## config.mk

```make
export PLATFORM = sky130hd
export DESIGN_NAME = hdlc_rx_fifo
export DESIGN_NICKNAME = d
export VERILOG_FILES = /design/src/rtl/hdlc_rx_fifo_pkg.sv /design/src/rtl/hdlc_rx_fifo_store.sv /design/src/rtl/hdlc_rx_fifo_gate.sv /design/src/rtl/hdlc_rx_fifo_flags.sv /design/src/rtl/hdlc_rx_fifo.sv
export SDC_FILE = /design/constraint.sdc
export NUM_CORES = 1
export LEC_CHECK = 0
export BUFFER_PORTS_ARGS = -buffer_cell sky130_fd_sc_hd__buf_2
export CORE_UTILIZATION = 45
export DETAILED_ROUTE_END_ITERATION = 6
export HOLD_SLACK_MARGIN = 0.1
export SETUP_SLACK_MARGIN = 0.05
export SLEW_MARGIN = 20
export SYNTH_ARGS = -nofsm -noshare
export SYNTH_HDL_FRONTEND = slang
export SYNTH_HIERARCHICAL = 1
export SYNTH_SLANG_ARGS = --single-unit
export TNS_END_PERCENT = 5
```

## constraint.sdc

```tcl
create_clock -name clk -period 2.7 [get_ports clk]
set_input_delay 0.405 -clock clk [delete_from_list [all_inputs] [get_ports clk]]
set_output_delay 0.405 -clock clk [all_outputs]
set_load 0.01 [all_outputs]
```

## src/rtl/hdlc_rx_fifo_pkg.sv

```systemverilog
// Package: shared tag codes and status bit positions for the HDLC receive FIFO.
package hdlc_rx_fifo_pkg;
    typedef enum logic [1:0] {
        TAG_MID     = 2'b00,
        TAG_GOOD    = 2'b01,
        TAG_ABORT   = 2'b10,
        TAG_INVALID = 2'b11
    } tag_e;

    localparam int ST_EOPW = 0;
    localparam int ST_LAST = 1;
    localparam int ST_FULL = 2;
    localparam int ST_OVF  = 3;
    localparam int ST_W    = 4;
endpackage

```

## src/rtl/hdlc_rx_fifo_store.sv

```systemverilog
// Module: circular storage of data bytes and tags, with read/write pointers and occupancy.
// Assumes the caller never pushes when full and never pops when empty.
module hdlc_rx_fifo_store #(
    parameter int DEPTH = 32,
    parameter int DW    = 8,
    parameter int TW    = 2,
    localparam int PTR_W = $clog2(DEPTH),
    localparam int CNT_W = $clog2(DEPTH + 1)
) (
    input  logic             clk,
    input  logic             rst_n,
    input  logic             push,
    input  logic             pop,
    input  logic [DW-1:0]    wdata,
    input  logic [TW-1:0]    wtag,
    output logic [DW-1:0]    head_data,
    output logic [TW-1:0]    head_tag,
    output logic [CNT_W-1:0] level
);
    logic [DW-1:0]    data_mem [DEPTH];
    logic [TW-1:0]    tag_mem  [DEPTH];
    logic [PTR_W-1:0] wptr, rptr;

    function automatic logic [PTR_W-1:0] ptr_next(input logic [PTR_W-1:0] p);
        return (p == PTR_W'(DEPTH - 1)) ? '0 : p + 1'b1;
    endfunction

    // Purpose: store the incoming byte and tag at the write pointer.
    always_ff @(posedge clk) begin
        if (push) begin
            data_mem[wptr] <= wdata;
            tag_mem[wptr]  <= wtag;
        end
    end

    // Purpose: advance pointers and track occupancy.
    always_ff @(posedge clk) begin
        if (!rst_n) begin
            wptr  <= '0;
            rptr  <= '0;
            level <= '0;
        end else begin
            if (push) wptr <= ptr_next(wptr);
            if (pop)  rptr <= ptr_next(rptr);
            level <= level + CNT_W'(push) - CNT_W'(pop);
        end
    end

    // Purpose: present the head entry (show-ahead).
    always_comb begin
        head_data = data_mem[rptr];
        head_tag  = tag_mem[rptr];
    end

    p_no_push_full_r3: assert property (@(posedge clk) disable iff (!rst_n)
        push |-> (level != CNT_W'(DEPTH)));
    p_no_pop_empty_r7: assert property (@(posedge clk) disable iff (!rst_n)
        pop |-> (level != '0));
    p_level_step_r1: assert property (@(posedge clk) disable iff (!rst_n)
        (push && !pop) |=> (level == $past(level) + 1'b1));
endmodule

```

## src/rtl/hdlc_rx_fifo_gate.sv

```systemverilog
// Module: receiver gate. Accepts writes when enabled and not full, detects overflow,
// disables the receiver on overflow and re-enables it on the next flag sequence.
module hdlc_rx_fifo_gate (
    input  logic clk,
    input  logic rst_n,
    input  logic wr_valid,
    input  logic full,
    input  logic flag_seen,
    output logic push,
    output logic overflow,
    output logic rx_enable
);
    // Purpose: classify an offered byte as stored or overflowing.
    always_comb begin
        push     = wr_valid && rx_enable && !full;
        overflow = wr_valid && rx_enable && full;
    end

    // Purpose: hold the receiver off from overflow until a flag is seen.
    always_ff @(posedge clk) begin
        if (!rst_n)         rx_enable <= 1'b1;
        else if (overflow)  rx_enable <= 1'b0;
        else if (flag_seen) rx_enable <= 1'b1;
    end

    p_off_after_ovf_r3: assert property (@(posedge clk) disable iff (!rst_n)
        overflow |=> !rx_enable);
    p_on_after_flag_r4: assert property (@(posedge clk) disable iff (!rst_n)
        (!rx_enable && flag_seen) |=> rx_enable);
    p_no_push_off_r4: assert property (@(posedge clk) disable iff (!rst_n)
        !rx_enable |-> !push);
endmodule

```

## src/rtl/hdlc_rx_fifo_flags.sv

```systemverilog
// Module: sticky status bits. Each bit is set by its event and cleared by a status read;
// an event in the read cycle wins. Assumes level/head_tag describe the FIFO state before this edge.
module hdlc_rx_fifo_flags
    import hdlc_rx_fifo_pkg::*;
#(
    parameter int CNT_W = 6,
    parameter int THR_W = 5
) (
    input  logic             clk,
    input  logic             rst_n,
    input  logic             push,
    input  logic [1:0]       push_tag,
    input  logic             pop,
    input  logic             overflow,
    input  logic             empty_rd,
    input  logic [CNT_W-1:0] level,
    input  logic [1:0]       head_tag,
    input  logic [THR_W-1:0] thr,
    input  logic             stat_rd,
    output logic [ST_W-1:0]  status
);
    logic             head_tagged, head_tagged_q, pop_q, head_evt;
    logic [CNT_W-1:0] level_after;
    logic [ST_W-1:0]  set_vec;

    // Purpose: detect a tagged byte newly arriving at the head.
    always_comb begin
        head_tagged = (level != '0) && (head_tag != TAG_MID);
        head_evt    = head_tagged && (!head_tagged_q || pop_q);
        level_after = level + CNT_W'(push) - CNT_W'(pop);
    end

    // Purpose: remember last cycle's head state and whether a pop exposed a new head.
    always_ff @(posedge clk) begin
        if (!rst_n) begin
            head_tagged_q <= 1'b0;
            pop_q         <= 1'b0;
        end else begin
            head_tagged_q <= head_tagged;
            pop_q         <= pop;
        end
    end

    // Purpose: gather the set events for each status bit.
    always_comb begin
        set_vec          = '0;
        set_vec[ST_EOPW] = push && (push_tag != TAG_MID);
        set_vec[ST_LAST] = head_evt || empty_rd;
        set_vec[ST_FULL] = push && (int'(level_after) > int'(thr));
        set_vec[ST_OVF]  = overflow;
    end

    for (genvar b = 0; b < ST_W; b++) begin : g_sticky
        // Purpose: sticky bit with clear-on-read, set taking precedence.
        always_ff @(posedge clk) begin
            if (!rst_n)            status[b] <= 1'b0;
            else if (set_vec[b])   status[b] <= 1'b1;
            else if (stat_rd)      status[b] <= 1'b0;
        end
    end

    p_ovf_sticky_r9: assert property (@(posedge clk) disable iff (!rst_n)
        overflow |=> status[ST_OVF]);
    p_empty_rd_r7: assert property (@(posedge clk) disable iff (!rst_n)
        empty_rd |=> status[ST_LAST]);
    p_clear_r9: assert property (@(posedge clk) disable iff (!rst_n)
        (stat_rd && !push && !pop && !overflow && !empty_rd && !head_evt) |=> (status == '0));
endmodule

```

## src/rtl/hdlc_rx_fifo.sv

```systemverilog
// Module: HDLC receive FIFO top. Connects storage, receiver gate and status flags.
// Assumes the host reads via rd_req (show-ahead) and clears status via stat_rd.
module hdlc_rx_fifo
    import hdlc_rx_fifo_pkg::*;
#(
    parameter int DEPTH = 32,
    parameter int DW    = 8,
    localparam int CNT_W = $clog2(DEPTH + 1),
    localparam int THR_W = $clog2(DEPTH)
) (
    input  logic             clk,
    input  logic             rst_n,
    input  logic             wr_valid,
    input  logic [DW-1:0]    wr_data,
    input  logic [1:0]       wr_tag,
    input  logic             flag_seen,
    output logic             rx_enable,
    input  logic             rd_req,
    output logic [DW-1:0]    rd_data,
    output logic [1:0]       rd_tag,
    output logic [CNT_W-1:0] level,
    input  logic [THR_W-1:0] full_thr,
    input  logic             stat_rd,
    output logic [ST_W-1:0]  irq_status
);
    logic push, pop, overflow, empty_rd, full;

    // Purpose: split a host read into a pop or an empty read.
    always_comb begin
        full     = (level == CNT_W'(DEPTH));
        pop      = rd_req && (level != '0);
        empty_rd = rd_req && (level == '0);
    end

    hdlc_rx_fifo_gate u_gate (
        .clk(clk), .rst_n(rst_n), .wr_valid(wr_valid), .full(full),
        .flag_seen(flag_seen), .push(push), .overflow(overflow), .rx_enable(rx_enable)
    );

    hdlc_rx_fifo_store #(.DEPTH(DEPTH), .DW(DW), .TW(2)) u_store (
        .clk(clk), .rst_n(rst_n), .push(push), .pop(pop), .wdata(wr_data),
        .wtag(wr_tag), .head_data(rd_data), .head_tag(rd_tag), .level(level)
    );

    hdlc_rx_fifo_flags #(.CNT_W(CNT_W), .THR_W(THR_W)) u_flags (
        .clk(clk), .rst_n(rst_n), .push(push), .push_tag(wr_tag), .pop(pop),
        .overflow(overflow), .empty_rd(empty_rd), .level(level), .head_tag(rd_tag),
        .thr(full_thr), .stat_rd(stat_rd), .status(irq_status)
    );
endmodule

```

# Yosys cells after proc, flatten, opt, wreduce, memory -nomap -nowiden
# Memory sizes are Yosys's and may differ from the RTL's. A register that Yosys moved wholly into a read port is not among the register bits.
# Cells that the tools add are included.
[classes]
n_div = 0
shifts = 0
bitwise = 0
eq_ne = 3
order_cmp = 1
n_addsub = 4
n_reduce_logical = 22
n_mul = 0
mux = 15
[ops]
columns = ["operator", "n"]
rows = [
  ["5-bit 2-to-1 mux", 6],
  ["2-bit nonzero test", 7],
  ["5-bit by 1-bit adder with 5-bit output, second input constant", 2],
  ["5-bit equality test, second input constant", 2],
  ["1-bit logical AND", 9],
  ["1-bit 2-to-1 mux", 9],
  ["6-bit by 1-bit adder with 6-bit output", 1],
  ["6-bit equality test, second input constant", 1],
  ["6-bit by 5-bit > comparator with 1-bit output", 1],
  ["6-bit logical NOT", 1],
  ["6-bit nonzero test", 1],
  ["6-bit by 1-bit subtractor with 6-bit output", 1],
  ["1-bit logical NOT", 2],
  ["1-bit logical OR", 2],
]
[totals]
n_memories = 2
elab_cells = 57
ram_bits = 320
reg_bits = 23
out_inout_bits = 21
inputBits = 21
latchBits = 0
romBits = 0
[mem_list]
columns = ["name", "words", "width", "read_ports", "rd_ports_with_merged_regs", "wr", "line_no", "source"]
rows = [
  ["u_store.data_mem", 32, 8, 1, 1, 1, "hdlc_rx_fifo_store.sv:20", "logic [DW-1:0] data_mem [DEPTH];"],
  ["u_store.tag_mem", 32, 2, 1, 1, 1, "hdlc_rx_fifo_store.sv:21", "logic [TW-1:0] tag_mem [DEPTH];"],
]

# Logic depth before layout (Yosys ltp)
# Gate-level depths: netlist (run 1).
[logic_depth]
depth_word = 8
mapped_depth = 17
ltp_nobuf = 17

# By module
# The synthesis (run 1) kept the hierarchy.
[by_module_without_submodules]
columns = ["module", "n_inst", "seq_area_each_um2", "area_each_um2", "cells_per_inst"]
rows = [
  ["hdlc_rx_fifo_store", 1, 10029.6, 13497.9, 726],
  ["hdlc_rx_fifo_flags", 1, 120.1, 626.9, 79],
  ["hdlc_rx_fifo_gate", 1, 20.0, 51.3, 6],
  ["hdlc_rx_fifo", 1, 0.0, 45.0, 7],
]

# Worst setup path after synthesis (run 1)
# Ideal clock, no wire load.
[synth_timing]
path_type = "register to register"
start = "reg u_store.level[3]"
end = "reg u_flags.status[2]"
required_ns = 2.575
path_slack_ns = -0.184
path_buffers = 0
path_stages_with_launch = 16
setup_ns = 0.125
arrival_ns = 2.759
synth_period_minus_slack_ns = 2.884
cell_sequence = "dfxtp_1 nor2_2 a31oi_1 ha_1 inv_1 ha_1 fa_1 a21oi_1 nor2_1 nor2_1 xnor2_1 ha_1 nor2_1 a21oi_1 o31ai_1 a31oi_1"
[synth_via]
elab_cells_between_ends = 11
classes_between = "add/sub (2); order compare (1); eq/ne (1); mux (1); reduce/logical (6)"
[synth_rtl]
columns = ["element", "line_no", "source"]
rows = [
  ["from (decl)", "hdlc_rx_fifo_store.sv:18", "output logic [CNT_W-1:0] level"],
  ["from (signal assigned)", "hdlc_rx_fifo_store.sv:45", "level <= level + CNT_W'(push) - CNT_W'(pop);"],
  ["6-bit nonzero test *", "hdlc_rx_fifo.sv:31", "pop = rd_req && (level != '0);"],
  ["1-bit logical AND *", "hdlc_rx_fifo.sv:31", ""],
  ["net pop", "hdlc_rx_fifo.sv:26", "logic push, pop, overflow, empty_rd, full;"],
  ["6-bit by 1-bit subtractor with 6-bit output *", "hdlc_rx_fifo_flags.sv:30", "level_after = level + CNT_W'(push) - CNT_W'(pop);"],
  ["6-bit by 5-bit > comparator with 1-bit output *", "hdlc_rx_fifo_flags.sv:49", "set_vec[ST_FULL] = push && (int'(level_after) > int'(thr));"],
  ["1-bit logical AND *", "hdlc_rx_fifo_flags.sv:49", ""],
  ["1-bit 2-to-1 mux / 2-bit nonzero test (equally long branches)", "-", ""],
  ["to (signal, indexed assignment)", "hdlc_rx_fifo_flags.sv:56", "if (!rst_n) status[b] <= 1'b0;"],
  ["to (signal, indexed assignment)", "hdlc_rx_fifo_flags.sv:57", "else if (set_vec[b]) status[b] <= 1'b1;"],
  ["to (signal, indexed assignment)", "hdlc_rx_fifo_flags.sv:58", "else if (stat_rd) status[b] <= 1'b0;"],
  ["to (decl)", "hdlc_rx_fifo_flags.sv:20", "output logic [ST_W-1:0] status"],
]
# The timed path passes the listed nets; every way through them passes the cells marked *.
# A chain may end at the register's enable or synchronous reset.

==> flow_metrics.tcl, run 1 <==
set metrics [dict create \
    yosys_most_used_dff "edfxtp_1" \
    yosysWarnings 6 \
    crit_buf_inv 3 \
    p_sw_share_pct 25.19 \
    dp_slack_ps -71.44 \
    min_path_type "input pin to flop" \
    ant_nets 0 \
    core_area_sq_mm 0.03083 \
    crit_chain "clkbuf_16 -> buf_12 -> mux4_2 -> a22o_1 -> a221oi_2 -> nand3_1 -> buf_2" \
    ff2ff_setup_slack_ps -60 \
    mostFrequentLayoutCell "edfxtp_1" \
    fin_util_pct 54.16 \
    crit_fanout 7 \
    root_buffer "clkbuf_16" \
    avgViaCountPerCell 5.565 \
    hold_viol 0 \
    portBuffers 41 \
    areaGrowthSynthToFinish_pct 17.40 \
    cts_sinks 348 \
    ioPinCount 42 \
    internal_power_w 0.01023 \
    grt_pass1_vias 7596 \
    post_drt_wl_per_cell_microns 22.48 \
    slew_headroom_pct 52.59 \
    drc 1 \
    drt_iter0_drc 532 \
    placed_cells 1288 \
    die-width_microns 179.8 \
    crit_family "multiplexers" \
    synth_seq_area_share_pct 71.51 \
    fin_worst_skew_ps 16.25 \
    status "complete, but fails checks" \
    ir_worst_vdd_uv 597.0 \
    fin_crit_sh_pct 109.2 \
    rsz0062_at_grt "true" \
    layout-drive-gt1-share_pct 23.57 \
    tightest_slew_ps 710.4 \
    fp.dieArea_sq_mm 0.03232 \
    layout_common_cells "edfxtp_1 (320), mux2i_1 (85), buf_4 (65)" \
    fmaxAchievable_mhz 339.0 \
    synth_cell_types 52 \
    first_pass_iters 7 \
    grt_pass1_wl_mm 46.35 \
    clock_tree.buffer_depth 3 \
    critPathKind "flop to output pin" \
    startpoint_type "flop" \
    die-height_microns 179.8 \
    rows 64 \
    critPathSlowestCell "mux4_2" \
    cts_tree "built" \
    grt_max_degree 35 \
    total_power_w 0.01367 \
    cts.htree.levels 2 \
    finalSetupTns_ps -2199 \
    cp.required_ps 2300 \
    power.static_leakage_nw 5.596 \
    syn-cell-area_sq_mm 0.01422 \
    clk_latency_ps 520 \
    fillers 2433 \
    final_nets 987 \
    min_period_ps 2950 \
    numCtsBuffers 37 \
    dpl.hpwl_mm 18.86 \
    grtUsageTotal_pct 19.29 \
    cpPeakStageDelay_ps 480 \
    synthCells 818 \
    grt_overflow 0 \
    place_congestion 0.7457 \
    initial_utilization_pct 46.13 \
    clkPwrFrac_pct 36.4 \
    seq_power_share_pct 45.0 \
    fin_cells 1359 \
    async_reset_ff_share_pct 0 \
    combinationalPowerShare_pct 18.7 \
    avgSynthCellArea_sq_um 17.39 \
    finalSetupViolCount 11 \
    synth_nets 868 \
    vias 7563 \
    register_area_sq_mm 0.01019 \
    multiInputGateArea_sq_mm 0.003804 \
    maxCapViolCount 0 \
    finalWirelength_mm 30.55 \
    postCtsHoldBufs 0 \
    layout_setup_ws_ps -249.5 \
    p_sw_w 0.003444 \
    drv_slew 0 \
    crit_arrival_ps 2540 \
    synth_edf_count 320 \
    antenna_cells 0 \
    violations "design-rule violations, negative setup slack" \
    antenna_found_initial 0 \
    synth_seq_cells 348 \
    power.density_mw_per_mm2 818.9 \
    end_kind "output pin" \
    clkTransAtPathRegs_ps 60 \
]
power groups by stage:
stage / Combinational [W] / Clock, W / Sequential [W]
6_report: 0.00255 / 0.00497 / 0.00615
5_1_grt: 0.00285 / 0.00531 / 0.00616
4_1_cts: 0.00254 / 0.00510 / 0.00615
3_5_place_dp: 0.00246 / 0 / 0.00626
3_3_place_gp: 0.00244 / 0 / 0.00625
2_1_floorplan: 0.00156 / 0 / 0.00628
registers in the layout, indices dropped and copies added, names as in the netlist, named ones only:
name,cells
u_store/tag_mem,64
u_flags/pop_q,1
u_store/rptr,5
u_gate/rx_enable,1
u_flags/head_tagged_q,1
u_store/wptr,5
u_flags/status,4
u_store/data_mem,256
u_store/level,6
routing by layer:
layer	global-route usage [%]	vias up	wire length, microns
met3	2.857	46	1424
met5	0	-	0
li1	-	3501	-
met4	4.448	0	476
met1	26.92	3829	13670
met2	32.05	187	14980
logic make-up (layout without fill, tap and decap cells):
kind of cell / count (synthesis) / after routing / synth area share [%]
multiplexers: 125 / 125 / 12.87
XOR/XNOR: 7 / 7 / 0.4311
buffers and inverters: 64 / 209 / 2.120
AO/OA/AOI/OAI: 97 / 97 / 4.980
flip-flops: 348 / 348 / 71.51
adder cells (fa/ha/maj): 29 / 29 / 2.657
AND/OR/NAND/NOR: 148 / 148 / 5.429
synthesized netlist by cell type (2+ instances only):
| cell type | instances | area, sq um |
|---|---|---|
| a21oi_1 | 13 | 65.06 |
| nor2_1 | 50 | 187.7 |
| xnor2_1 | 4 | 35.03 |
| xor2_1 | 3 | 26.28 |
| clkbuf_1 | 17 | 63.81 |
| buf_1 | 3 | 11.26 |
| a21boi_0 | 2 | 15.01 |
| ha_1 | 27 | 337.8 |
| nand3b_1 | 4 | 30.03 |
| a221oi_1 | 10 | 87.58 |
| mux4_2 | 19 | 427.9 |
| nand3_1 | 34 | 170.2 |
| o31ai_1 | 2 | 15.01 |
| o21ai_0 | 5 | 25.02 |
| fa_1 | 2 | 40.04 |
| mux2i_1 | 85 | 850.8 |
| buf_8 | 2 | 30.03 |
| a22o_1 | 10 | 87.58 |
| and2_1 | 9 | 56.30 |
| buf_2 | 12 | 60.06 |
| mux4_1 | 21 | 551.8 |
| edfxtp_1 | 320 | 9609 |
| a22oi_1 | 41 | 307.8 |
| nand2_1 | 13 | 48.80 |
| nand2b_1 | 5 | 31.28 |
| and4_1 | 2 | 17.52 |
| nor2_2 | 3 | 18.77 |
| and3_1 | 4 | 25.02 |
| nor3b_1 | 4 | 30.03 |
| a21o_1 | 4 | 30.03 |
| nor2b_1 | 9 | 56.30 |
| o21ai_1 | 2 | 10.01 |
| a31oi_1 | 4 | 25.02 |
| inv_1 | 28 | 105.1 |
| dfxtp_1 | 28 | 560.5 |
worst min-delay path: cells and delay by family:
family | cells | cell delay, ps
AND/OR/NAND/NOR | 1 | 50
AO/OA/AOI/OAI | 1 | 90
buffers and inverters | 1 | 100
stage by stage:
step | area [sq um] | hold WS (ps)
floorplan | 14250 | 464.2
global placement | 15340 | 450.5
detailed placement | 15340 | 454.8
CTS | 16630 | 151.6
global route | 16700 | 175.9
finish | 16700 | 172.8
cell type report:
type | instances | area share, %
clock buffers | 46 | 6.183
clock inverters | 19 | 1.004
inverters | 28 | 0.6295
multi-input cells | 406 | 22.78
flip-flops and latches | 348 | 61.05
well taps | 396 | 2.968
repair buffers | 116 | 5.381
final timing paths:
path	start	end	cells past startpoint
setup / recovery	flop	rd_data[7]	7
hold / removal	flag_seen	u_gate/rx_enable	3
setup reg to reg	u_store/level[3]	u_flags/status[2]	17
hold reg to reg	u_flags/status[0]	u_flags/status[0]	2
repair_timing:
action	in CTS	in global routing
setup endpoints to repair	12	12
pin swaps	3	1
gates resized for setup	25	4
cloned	0	1
setup buffers	3	2
hold endpoints to repair	0	0
Power figures use the tool's default switching activity.
==> run 2, diff against run 1 <==
--- a/config.mk
+++ b/config.mk
@@ -6,6 +6,7 @@
 export NUM_CORES = 1
 export LEC_CHECK = 0
 export BUFFER_PORTS_ARGS = -buffer_cell sky130_fd_sc_hd__buf_2
+export CORE_ASPECT_RATIO = 1.1
 export CORE_UTILIZATION = 45
 export DETAILED_ROUTE_END_ITERATION = 6
 export HOLD_SLACK_MARGIN = 0.1
==> flow_metrics.tcl, run 2 (same netlist as run 1, synthesis figures left out) <==
set metrics [dict create \
    status "complete, but fails checks" \
    violations "negative setup slack" \
    fin_worst_skew_ps 20.51 \
    rows 67 \
    total_power_w 0.01413 \
    r2r.worst_path.cells 17 \
    first_pass_iters 5 \
    grt_pass1_vias 7567 \
    areaGrowthSynthToFinish_pct 19.29 \
    ff2ff_setup_slack_ps -90 \
    r2r_start "u_store/level[1]" \
    post_drt_wl_per_cell_microns 22.81 \
    fillers 2459 \
    final_nets 993 \
    power.static_leakage_nw 5.688 \
    fin_area_sq_mm 0.01697 \
    crit_cells 7 \
    cts_tree "built" \
    tightest_slew_ps 854.3 \
    crit_buf_inv 3 \
    crit_end "rd_data[4]" \
    layout_common_cells "edfxtp_1 (320), mux2i_1 (85), buf_4 (64)" \
    critPathKind "flop to output pin" \
    cts_sinks 348 \
    postCtsHoldBufs 0 \
    ant_nets 0 \
    fin_crit_sh_pct 109.1 \
    fmaxAchievable_mhz 339.6 \
    layout-drive-gt1-share_pct 25.54 \
    min_path_type "input pin to flop" \
    grt_pass1_wl_mm 46.66 \
    grt_overflow 0 \
    place_congestion 0.7791 \
    numCtsBuffers 38 \
    vias 7621 \
    dpl.hpwl_mm 19.11 \
    core_area_sq_mm 0.03077 \
    hold_viol 0 \
    layout_setup_ws_ps -244.6 \
    die-width_microns 171.5 \
    rr_endpoint "u_flags/status[2]" \
    crit_fanout 6 \
    cts.htree.levels 2 \
    hold_start "flag_seen" \
    initial_utilization_pct 46.22 \
    maxCapViolCount 0 \
    drv_slew 0 \
    largest_reg_flops 256 \
    grt_max_degree 34 \
    grtUsageTotal_pct 19.86 \
    crit_arrival_ps 2540 \
    ir_worst_vdd_uv 574.6 \
    critPathSlowestCell "mux4_2" \
    avgViaCountPerCell 5.503 \
    crit_family "multiplexers" \
    startpoint_type "flop" \
    end_kind "output pin" \
    clkTransAtPathRegs_ps 60 \
    cpPeakStageDelay_ps 520 \
    root_buffer "clkbuf_16" \
    crit_chain "buf_12 -> mux4_2 -> a22o_1 -> a221oi_2 -> buf_4 -> nand3_2 -> buf_6" \
    top_regs "u_store/data_mem: 256 flops, u_store/tag_mem: 64 flops, u_store/level: 6 flops" \
    rsz0062_at_grt "true" \
    whs_ps 138.5 \
    slew_headroom_pct 42.84 \
    antenna_found_initial 0 \
    clock_tree.buffer_depth 3 \
    finalWirelength_mm 31.59 \
    cp.required_ps 2300 \
    antenna_cells 0 \
    power.density_mw_per_mm2 832.6 \
    finalSetupViolCount 11 \
    die-height_microns 188.5 \
    fp.dieArea_sq_mm 0.03232 \
    min_period_ps 2945 \
    dp_slack_ps -114.1 \
    drc 0 \
    portBuffers 41 \
    mostFrequentLayoutCell "edfxtp_1" \
    clk_latency_ps 520 \
    ioPinCount 42 \
    top_register "u_store/data_mem" \
    drt_iter0_drc 569 \
    placed_area_sq_mm 0.01539 \
    finalSetupTns_ps -2178 \
]
==> run 2: cell types whose count changed in the layout (fill, tap and decap cells not counted), sizes merged <==
cell,change
buf,+3
bufinv,+3
clkbuf,+3
clkinv,-1
clkinvlp,-1
inv,+1
==> run 2: layout make-up <==
type	count	area [sq um]	area share [%]
well taps	414	518.0	3.053
multi-input cells	406	3841	22.64
flip-flops and latches	348	10190	60.09
inverters	28	105.1	0.6195
clock inverters	21	255.2	1.505
clock buffers	47	1026	6.048
repair buffers	121	1026	6.048
==> run 2: metrics by stage <==
stage | std cells | utilization (%)
floorplan | 818 | -
global placement | 1307 | 50.03
detailed placement | 1307 | 50.03
CTS | 1379 | 54.63
global route | 1385 | 55.14
finish | 1385 | 55.14
==> run 2: worst min-delay path by stage <==
stage	to	slack [ps]	depth (start not counted)
after global routing	u_gate/rx_enable	130	3
final	u_gate/rx_enable	140	3
after CTS	u_gate/rx_enable	120	3
after global placement	u_flags/status[0]	440	2
after floorplan	u_gate/rx_enable	460	1
after detailed placement	u_flags/status[0]	450	2
==> run 2: routing by layer <==
layer	vias to the layer above	GRT usage, %	part of all wire, %
li1	3504	-	-
met1	3886	27.41	44
met2	180	32.65	49
met3	51	2.794	4.0
met4	0	5.907	2.5
met5	-	0	0
==> run 2: timing repair <==
action | 4_1_cts | 5_1_grt
cloned | 1 | 3
endpoints found under the setup margin | 12 | 12
resized for setup | 24 | 27
buffers inserted | 3 | 4
pin swaps | 7 | 15
==> run 2: power by group <==
group / switching [W] / total, W / leakage, nW / internal [W]
clock network: 0.00200 / 0.00527 / 0.633 / 0.00327
logic: 0.00143 / 0.00270 / 1.94 / 0.00127
registers: 0.0000945 / 0.00615 / 3.12 / 0.00606
==> run 2: tightest hold or removal path, stage by stage <==
cell     delay, ps
buf_2           70
nor2_1          40
o21ai_2         90
